File: config.mk
export PLATFORM = sky130hd
export DESIGN_NAME = msub_sequencer
export DESIGN_NICKNAME = d
export VERILOG_FILES = /design/src/rtl/msub_pkg.sv /design/src/rtl/msub_sweep.sv /design/src/rtl/msub_scratch.sv /design/src/rtl/msub_pipe.sv /design/src/rtl/msub_sequencer.sv
export SDC_FILE = /design/constraint.sdc
export NUM_CORES = 1
export LEC_CHECK = 0
export BUFFER_PORTS_ARGS = -buffer_cell sky130_fd_sc_hd__clkbuf_2
export CORE_UTILIZATION = 50
export DETAILED_ROUTE_END_ITERATION = 10
export GPL_ROUTABILITY_DRIVEN = 1
export GPL_TIMING_DRIVEN = 0
export PLACE_DENSITY = 0.63
export SLEW_MARGIN = 20
export SYNTH_ARGS = -nofsm -noshare
export SYNTH_HDL_FRONTEND = slang
export SYNTH_SLANG_ARGS = --single-unit
export TNS_END_PERCENT = 5
File: constraint.sdc
create_clock -name clk -period 6.75 [get_ports clk]
set_clock_uncertainty 0.2 [all_clocks]
set_input_delay 0.3375 -clock clk [delete_from_list [all_inputs] [get_ports clk]]
set_output_delay 0.3375 -clock clk [all_outputs]
set_load 0.02 [all_outputs]
File: src/rtl/msub_pkg.sv
package msub_pkg;

  typedef enum logic [1:0] {
    OP_DIFF = 2'd0,
    OP_WRAP = 2'd1,
    OP_PICK = 2'd2,
    OP_RSVD = 2'd3
  } msub_op_e;

  function automatic logic op_is_legal(input logic [1:0] code);
    return code != OP_RSVD;
  endfunction

  function automatic logic op_reads_operands(input msub_op_e kind);
    return (kind == OP_DIFF) || (kind == OP_WRAP);
  endfunction

endpackage

File: src/rtl/msub_sweep.sv
module msub_sweep
  import msub_pkg::*;
#(
  parameter int MAX_WORDS = 16,
  parameter int ADDR_W    = 4,
  parameter int CNT_W     = 5
) (
  input  logic              clk,
  input  logic              rst_n,
  input  logic              start,
  input  logic [1:0]        op_sel,
  input  logic [CNT_W-1:0]  nwords,
  input  logic              pipe_busy,
  output logic              accept,
  output logic              busy,
  output logic              iss_valid,
  output logic [ADDR_W-1:0] iss_idx,
  output logic              iss_first,
  output logic              iss_last,
  output msub_op_e          iss_op,
  output logic              rd_en
);

  logic              run_q;
  logic [ADDR_W-1:0] cnt_q;
  logic [ADDR_W-1:0] lim_q;
  msub_op_e          op_q;
  logic              len_ok;

  assign len_ok = (nwords != '0) && (nwords <= CNT_W'(MAX_WORDS));
  assign busy   = run_q || pipe_busy;
  assign accept = start && !busy && op_is_legal(op_sel) && len_ok;

  always_ff @(posedge clk or negedge rst_n) begin
    if (!rst_n) begin
      run_q <= 1'b0;
      cnt_q <= '0;
      lim_q <= '0;
      op_q  <= OP_DIFF;
    end else if (accept) begin
      run_q <= 1'b1;
      cnt_q <= '0;
      lim_q <= ADDR_W'(nwords - 1'b1);
      op_q  <= msub_op_e'(op_sel);
    end else if (run_q) begin
      if (cnt_q == lim_q) begin
        run_q <= 1'b0;
      end else begin
        cnt_q <= cnt_q + 1'b1;
      end
    end
  end

  assign iss_valid = run_q;
  assign iss_idx   = cnt_q;
  assign iss_first = (cnt_q == '0);
  assign iss_last  = (cnt_q == lim_q);
  assign iss_op    = op_q;
  assign rd_en     = run_q && op_reads_operands(op_q);

endmodule

File: src/rtl/msub_scratch.sv
module msub_scratch #(
  parameter int WORD_W    = 16,
  parameter int MAX_WORDS = 16,
  parameter int ADDR_W    = 4
) (
  input  logic              clk,
  input  logic              rst_n,
  input  logic              wr_diff,
  input  logic              wr_wrap,
  input  logic [ADDR_W-1:0] wr_idx,
  input  logic [WORD_W-1:0] wr_word,
  input  logic [ADDR_W-1:0] rd_idx,
  output logic [WORD_W-1:0] rd_diff,
  output logic [WORD_W-1:0] rd_wrap
);

  localparam int NBANKS = 2;

  logic [NBANKS-1:0]             wr_vec;
  logic [NBANKS-1:0][WORD_W-1:0] rd_vec;

  assign wr_vec = {wr_wrap, wr_diff};

  for (genvar g = 0; g < NBANKS; g++) begin : g_bank
    logic [WORD_W-1:0] mem_q [MAX_WORDS];

    always_ff @(posedge clk or negedge rst_n) begin
      if (!rst_n) begin
        for (int i = 0; i < MAX_WORDS; i++) mem_q[i] <= '0;
      end else if (wr_vec[g]) begin
        mem_q[wr_idx] <= wr_word;
      end
    end

    assign rd_vec[g] = mem_q[rd_idx];
  end

  assign rd_diff = rd_vec[0];
  assign rd_wrap = rd_vec[1];

endmodule

File: src/rtl/msub_pipe.sv
module msub_pipe
  import msub_pkg::*;
#(
  parameter int WORD_W = 16,
  parameter int ADDR_W = 4
) (
  input  logic              clk,
  input  logic              rst_n,
  input  logic              iss_valid,
  input  logic [ADDR_W-1:0] iss_idx,
  input  logic              iss_first,
  input  logic              iss_last,
  input  msub_op_e          iss_op,
  input  logic [WORD_W-1:0] a_word,
  input  logic [WORD_W-1:0] b_word,
  input  logic [WORD_W-1:0] n_word,
  input  logic [WORD_W-1:0] sd_word,
  input  logic [WORD_W-1:0] sw_word,
  output logic [ADDR_W-1:0] s0_idx,
  output logic              s2_valid,
  output logic [ADDR_W-1:0] s2_idx,
  output logic              s2_last,
  output msub_op_e          s2_op,
  output logic [WORD_W-1:0] s2_word,
  output logic              borrow_q,
  output logic              borrow_upd,
  output logic              pipe_busy
);

  // One word step: result in the low WORD_W bits, signed carry (-1, 0, +1)
  // in the top two bits. The pick step passes x through unchanged.
  function automatic logic [WORD_W+1:0] word_step(
    input msub_op_e          kind,
    input logic [WORD_W-1:0] x,
    input logic [WORD_W-1:0] y,
    input logic [WORD_W-1:0] m,
    input logic [1:0]        cin
  );
    logic [WORD_W+1:0] add_m;
    logic [WORD_W+1:0] acc;
    add_m = (kind == OP_WRAP) ? {2'b00, m} : '0;
    acc   = {2'b00, x} - {2'b00, y} + add_m + {{WORD_W{cin[1]}}, cin};
    if (kind == OP_PICK) return {2'b00, x};
    return acc;
  endfunction

  // stage 0: address phase registered, operand data arrives this cycle
  logic        s0_valid, s0_first, s0_last;
  msub_op_e    s0_op;
  // stage 1: operands registered
  logic              s1_valid, s1_first, s1_last;
  logic [ADDR_W-1:0] s1_idx;
  msub_op_e          s1_op;
  logic [WORD_W-1:0] s1_x, s1_y, s1_m;
  // carry chain
  logic [1:0]        carry_q;
  logic [1:0]        cin;
  logic [WORD_W+1:0] step;
  logic [WORD_W-1:0] opx, opy, opm;

  always_ff @(posedge clk or negedge rst_n) begin
    if (!rst_n) begin
      s0_valid <= 1'b0;
      s0_idx   <= '0;
      s0_first <= 1'b0;
      s0_last  <= 1'b0;
      s0_op    <= OP_DIFF;
    end else begin
      s0_valid <= iss_valid;
      s0_idx   <= iss_idx;
      s0_first <= iss_first;
      s0_last  <= iss_last;
      s0_op    <= iss_op;
    end
  end

  always_comb begin
    if (s0_op == OP_PICK) begin
      opx = borrow_q ? sw_word : sd_word;
      opy = '0;
      opm = '0;
    end else begin
      opx = a_word;
      opy = b_word;
      opm = n_word;
    end
  end

  always_ff @(posedge clk or negedge rst_n) begin
    if (!rst_n) begin
      s1_valid <= 1'b0;
      s1_idx   <= '0;
      s1_first <= 1'b0;
      s1_last  <= 1'b0;
      s1_op    <= OP_DIFF;
      s1_x     <= '0;
      s1_y     <= '0;
      s1_m     <= '0;
    end else begin
      s1_valid <= s0_valid;
      s1_idx   <= s0_idx;
      s1_first <= s0_first;
      s1_last  <= s0_last;
      s1_op    <= s0_op;
      s1_x     <= opx;
      s1_y     <= opy;
      s1_m     <= opm;
    end
  end

  assign cin        = s1_first ? 2'b00 : carry_q;
  assign step       = word_step(s1_op, s1_x, s1_y, s1_m, cin);
  assign borrow_upd = s1_valid && s1_last && (s1_op == OP_DIFF);

  always_ff @(posedge clk or negedge rst_n) begin
    if (!rst_n) begin
      carry_q  <= 2'b00;
      borrow_q <= 1'b0;
      s2_valid <= 1'b0;
      s2_idx   <= '0;
      s2_last  <= 1'b0;
      s2_op    <= OP_DIFF;
      s2_word  <= '0;
    end else begin
      if (s1_valid) carry_q <= step[WORD_W+1:WORD_W];
      if (borrow_upd) borrow_q <= step[WORD_W+1];
      s2_valid <= s1_valid;
      s2_idx   <= s1_idx;
      s2_last  <= s1_last;
      s2_op    <= s1_op;
      s2_word  <= step[WORD_W-1:0];
    end
  end

  assign pipe_busy = s0_valid || s1_valid || (s2_valid && !s2_last);

endmodule

File: src/rtl/msub_sequencer.sv
module msub_sequencer
  import msub_pkg::*;
#(
  parameter  int WORD_W    = 16,
  parameter  int MAX_WORDS = 16,
  localparam int ADDR_W    = (MAX_WORDS > 1) ? $clog2(MAX_WORDS) : 1,
  localparam int CNT_W     = $clog2(MAX_WORDS + 1)
) (
  input  logic              clk,
  input  logic              rst_n,
  input  logic              start,
  input  logic [1:0]        op,
  input  logic [CNT_W-1:0]  nwords,
  output logic              rd_en,
  output logic [ADDR_W-1:0] rd_addr,
  input  logic [WORD_W-1:0] a_word,
  input  logic [WORD_W-1:0] b_word,
  input  logic [WORD_W-1:0] n_word,
  output logic              res_we,
  output logic [ADDR_W-1:0] res_addr,
  output logic [WORD_W-1:0] res_data,
  output logic              done
);

  logic              accept, busy, pipe_busy;
  logic              iss_valid, iss_first, iss_last;
  logic [ADDR_W-1:0] iss_idx;
  msub_op_e          iss_op;
  logic [ADDR_W-1:0] s0_idx;
  logic              s2_valid, s2_last;
  logic [ADDR_W-1:0] s2_idx;
  msub_op_e          s2_op;
  logic [WORD_W-1:0] s2_word;
  logic              borrow_q, borrow_upd;
  logic [WORD_W-1:0] sd_word, sw_word;
  logic              wr_diff, wr_wrap;

  msub_sweep #(
    .MAX_WORDS(MAX_WORDS), .ADDR_W(ADDR_W), .CNT_W(CNT_W)
  ) u_sweep (
    .clk       (clk),
    .rst_n     (rst_n),
    .start     (start),
    .op_sel    (op),
    .nwords    (nwords),
    .pipe_busy (pipe_busy),
    .accept    (accept),
    .busy      (busy),
    .iss_valid (iss_valid),
    .iss_idx   (iss_idx),
    .iss_first (iss_first),
    .iss_last  (iss_last),
    .iss_op    (iss_op),
    .rd_en     (rd_en)
  );

  assign rd_addr = iss_idx;

  msub_pipe #(
    .WORD_W(WORD_W), .ADDR_W(ADDR_W)
  ) u_pipe (
    .clk        (clk),
    .rst_n      (rst_n),
    .iss_valid  (iss_valid),
    .iss_idx    (iss_idx),
    .iss_first  (iss_first),
    .iss_last   (iss_last),
    .iss_op     (iss_op),
    .a_word     (a_word),
    .b_word     (b_word),
    .n_word     (n_word),
    .sd_word    (sd_word),
    .sw_word    (sw_word),
    .s0_idx     (s0_idx),
    .s2_valid   (s2_valid),
    .s2_idx     (s2_idx),
    .s2_last    (s2_last),
    .s2_op      (s2_op),
    .s2_word    (s2_word),
    .borrow_q   (borrow_q),
    .borrow_upd (borrow_upd),
    .pipe_busy  (pipe_busy)
  );

  assign wr_diff = s2_valid && (s2_op == OP_DIFF);
  assign wr_wrap = s2_valid && (s2_op == OP_WRAP);

  msub_scratch #(
    .WORD_W(WORD_W), .MAX_WORDS(MAX_WORDS), .ADDR_W(ADDR_W)
  ) u_scratch (
    .clk     (clk),
    .rst_n   (rst_n),
    .wr_diff (wr_diff),
    .wr_wrap (wr_wrap),
    .wr_idx  (s2_idx),
    .wr_word (s2_word),
    .rd_idx  (s0_idx),
    .rd_diff (sd_word),
    .rd_wrap (sw_word)
  );

  assign res_we   = s2_valid && (s2_op == OP_PICK);
  assign res_addr = s2_idx;
  assign res_data = s2_word;
  assign done     = s2_valid && s2_last;

endmodule

==> impl_metrics.ini <==
[global_routing]
grt_pass1_vias = 18200
grt-ovfl-total = 0
antenna_found_initial = 2
grt_pass1_wl_um = 115000
grt_use_total_pct = 27.2
grt_max_degree = 98

[floorplanning]
num_rows = 87
top_level_ports = 85
die-area_sq_mm = 0.0580
initial_utilization_pct = 50.6
fp.dieW_um = 241
core-area_sq_mm = 0.0564
die_h_um = 241

[yosys]
synthXorXnorAreaFrac_pct = 1.08
yosys_warnings = 0
async_reset_ff_share_pct = 100
avgSynthCellArea_sq_um = 14.6
syn_nets = 2070
yosys.area_share.simple_pct = 4.66
synth_edf_count = 0
ys.flop_type = dfrtp_1
syn_inst = 1958
synth_mux_area_share_pct = 30.7
syn-cell-area_sq_mm = 0.0285
synth_adder_area_share_pct = 2.84
ys_seq_area_share_pct = 54.1
ys_seq_elements = 616
synth_top_family_by_area = multiplexers
synth.distinct_cells = 61
synth-compound-area-share_pct = 3.90

[power_and_ir_drop]
ir_worst_vdd_mv = 0.355
finalPower_mw = 18.9
power.leakage_nw = 15.1
powerDensity_mw_per_mm2 = 575

[critical_path]
end_kind = flop
worstPathCellList = ha_1 -> fa_1 -> nor2b_1 -> o21ai_0 -> o21ai_0 -> a221oi_1 -> o21bai_1 -> xor2_1 -> fa_1 -> ha_1 -> clkbuf_1 -> a21o_1 -> a21o_1 -> a21oi_1 -> a31oi_1 -> xnor2_1 -> a21oi_1
required_ns = 6.99
critPathLaunchType = flop
critPathArrivalTime_ns = 5.58
ff2ff_setup_slack_ns = 1.41
critPathMaxFanout = 10
critPathKind = flop to flop
critPathSlowestCell = o21ai_0
critPathMaxStageDelay_ns = 0.80

[cts]
root_buffer = clkbuf_16
numCtsBuffers = 68
clk_pin_slew_worst_paths_ns = 0.06
cts_htree_levels = 3
cts_setup_buffers = 0
cts.sink_count = 616
cts_tree = built
ctsResizeCount = 0
clkLatencyLatePin_ns = 0.61
clk_path_buf_depth = 3

[placement]
post-place-ws_ns = 1.48
dp_hpwl_um = 55100
finalWeightedCongestion = 0.934
placed_cell_area_sq_mm = 0.0301
place_inst = 2805
port_buffers = 84

[run]
drv_cap = 0

[cells_and_area]
fin_util_pct = 58.2
drive_above_1_share_pct = 39.8
syn_to_final_growth_pct = 15.2
fin_area_sq_mm = 0.0328
fin_cells = 2980
nets = 2287

[timing]
fmax_mhz = 187
setup_violations = 0
worst_pin_slew_ns = 1.25
setup_tns_ns = 0
drv_slew = 0
fin_crit_ns = 5.34
fin_ws_ns = 1.41
slew-limit-headroom_pct = 16.6
finalCritPeriodShare_pct = 79.1
hold_viol_final = 0
rsz0062_at_grt = false
hold_ws_ns = 0.0925

[detailed_routing]
drt_pass1_iterations = 5
ant_nets = 0
wl_per_cell_um = 25.6
vias = 17500
first_iter_violations = 1051
routed_wl_um = 76200
viasPerCell = 5.87
post-route-drc-count = 0

[min_path]
min_path_type = input pin to asynchronous set/reset pin

[outcome]
status = finished clean
logic make-up after synthesis:
| group | count (synthesis) |
|---|---|
| compound gates | 182 |
| xor+xnor | 35 |
| fa+ha+maj | 54 |
| buf+inv | 186 |
| flops | 616 |
| mux | 646 |
| simple gates | 239 |
flip-flops by register name (all words and copies together) (netlist names), 2 cells and up:
| name | count |
|---|---|
| u_sweep.iss_op | 2 |
| u_pipe.s1_m | 16 |
| u_sweep.iss_idx | 4 |
| u_pipe.s1_x | 16 |
| u_pipe.s2_word | 16 |
| u_pipe.s0_op | 2 |
| u_pipe.s1_y | 16 |
| u_pipe.carry_q | 2 |
| u_sweep.lim_q | 4 |
| u_pipe.s1_op | 2 |
| u_pipe.s0_idx | 4 |
| u_pipe.s1_idx | 4 |
| u_scratch.g_bank.mem_q | 512 |
| u_pipe.s2_idx | 4 |
| u_pipe.s2_op | 2 |
what timing repair did:
| item | in CTS | in global routing |
|---|---|---|
| hold endpoints to repair | 115 | 0 |
| endpoints found under the setup margin | 0 | 0 |
| hold buffers | 56 | 0 |
synthesized netlist by cell type (4+ instances only):
| library cell | count | area (sq um) |
|---|---|---|
| dfrtp_1 | 616 | 15400 |
| mux2_2 | 506 | 5700 |
| mux4_2 | 128 | 2880 |
| clkbuf_1 | 116 | 435 |
| o22ai_1 | 64 | 400 |
| nand2_1 | 53 | 199 |
| and2_1 | 48 | 300 |
| nor2_1 | 42 | 158 |
| a21oi_1 | 38 | 190 |
| o21ai_0 | 37 | 185 |
| ha_1 | 36 | 450 |
| inv_1 | 34 | 128 |
| buf_2 | 27 | 135 |
| xnor2_1 | 21 | 184 |
| fa_1 | 18 | 360 |
| or4_1 | 16 | 120 |
| nand2b_1 | 15 | 93.8 |
| xor2_1 | 14 | 123 |
| nor2b_1 | 11 | 68.8 |
| mux2_4 | 10 | 150 |
| nand3_1 | 9 | 45.0 |
| a21o_1 | 8 | 60.1 |
| and3_1 | 8 | 50.1 |
| a211oi_1 | 5 | 37.5 |
| nand3b_1 | 5 | 37.5 |
| nor3_1 | 5 | 25.0 |
| o211ai_1 | 5 | 37.5 |
| buf_6 | 4 | 45.0 |
| nor3_2 | 4 | 40.0 |
| o21bai_1 | 4 | 30.0 |
| or3_1 | 4 | 25.0 |
area by class of cell:
type	instances	area, sq um
fillers	4493	23600
flip-flops and latches	616	15400
multi-input cells	1156	12300
clock buffers	92	1900
repair buffers	147	1180
well taps	756	946
plain buffers	152	656
clock inverters	23	277
inverters	34	128
diodes	4	10.0
layer usage:
layer / global-route usage (%) / routed length [um] / vias to the layer above
met3: 5.12 / 4180 / 130
met4: 9.86 / 2340 / 0
met1: 36.9 / 33000 / 9264
met2: 43.8 / 36700 / 485
met5: 0 / 0 / -
li1: - / - / 7604
cells in the final DEF (no fill, tap or decap), drive strengths merged, types with 4 or more instances in the layout:
master / count
o211ai: 5
or3: 4
nor3b: 5
nor3: 9
nand2: 53
nand3b: 5
inv: 38
fa: 18
dfrtp: 616
or4: 16
o21ai: 37
nand3: 9
ha: 36
o21bai: 4
mux4: 128
nand2b: 15
a21o: 8
mux2: 516
xnor2: 21
diode: 4
bufinv: 5
clkinv: 10
clkbuf: 292
buf: 43
dlygate4sd3: 56
nor2: 43
a211oi: 5
a21oi: 38
xor2: 14
clkinvlp: 4
and3: 8
o22ai: 64
and2: 49
nor2b: 11
power breakdown:
group	leakage, nW	total [mW]	switching (mW)	internal [mW]
Combinational	6.09	9.04	5.03	4.00
Sequential	7.98	6.14	0.933	5.20
Clock	1.06	3.69	1.52	2.17
worst max-delay path: cells and delay by family (launching register included):
family,cells,cell delay (ns)
AOI/OAI and AO/OA,9,2.23
xor gates and xnor gates,2,0.58
adders and majority gates,4,1.44
buffers and inverters,1,0.22
DFF,1,0.37
and+or+nand+nor,1,0.13
path summary, 6_finish.rpt:
path | to | startpoint | cells past startpoint
min in group clk | u_pipe.s2_idx[3] | u_pipe.s1_idx[3] | 0
max reg2reg | u_pipe.s2_word[15] | u_pipe.s1_y[0] | 17
max | u_pipe.s2_word[15] | u_pipe.s1_y[0] | 17
max in group asynchronous | u_scratch.g_bank[1].mem_q[92] | rst_n | 7
min | u_pipe.s0_valid | rst_n | 2
min reg2reg | u_pipe.s2_idx[3] | u_pipe.s1_idx[3] | 0
Note: power is estimated with default switching activity, not from simulation.
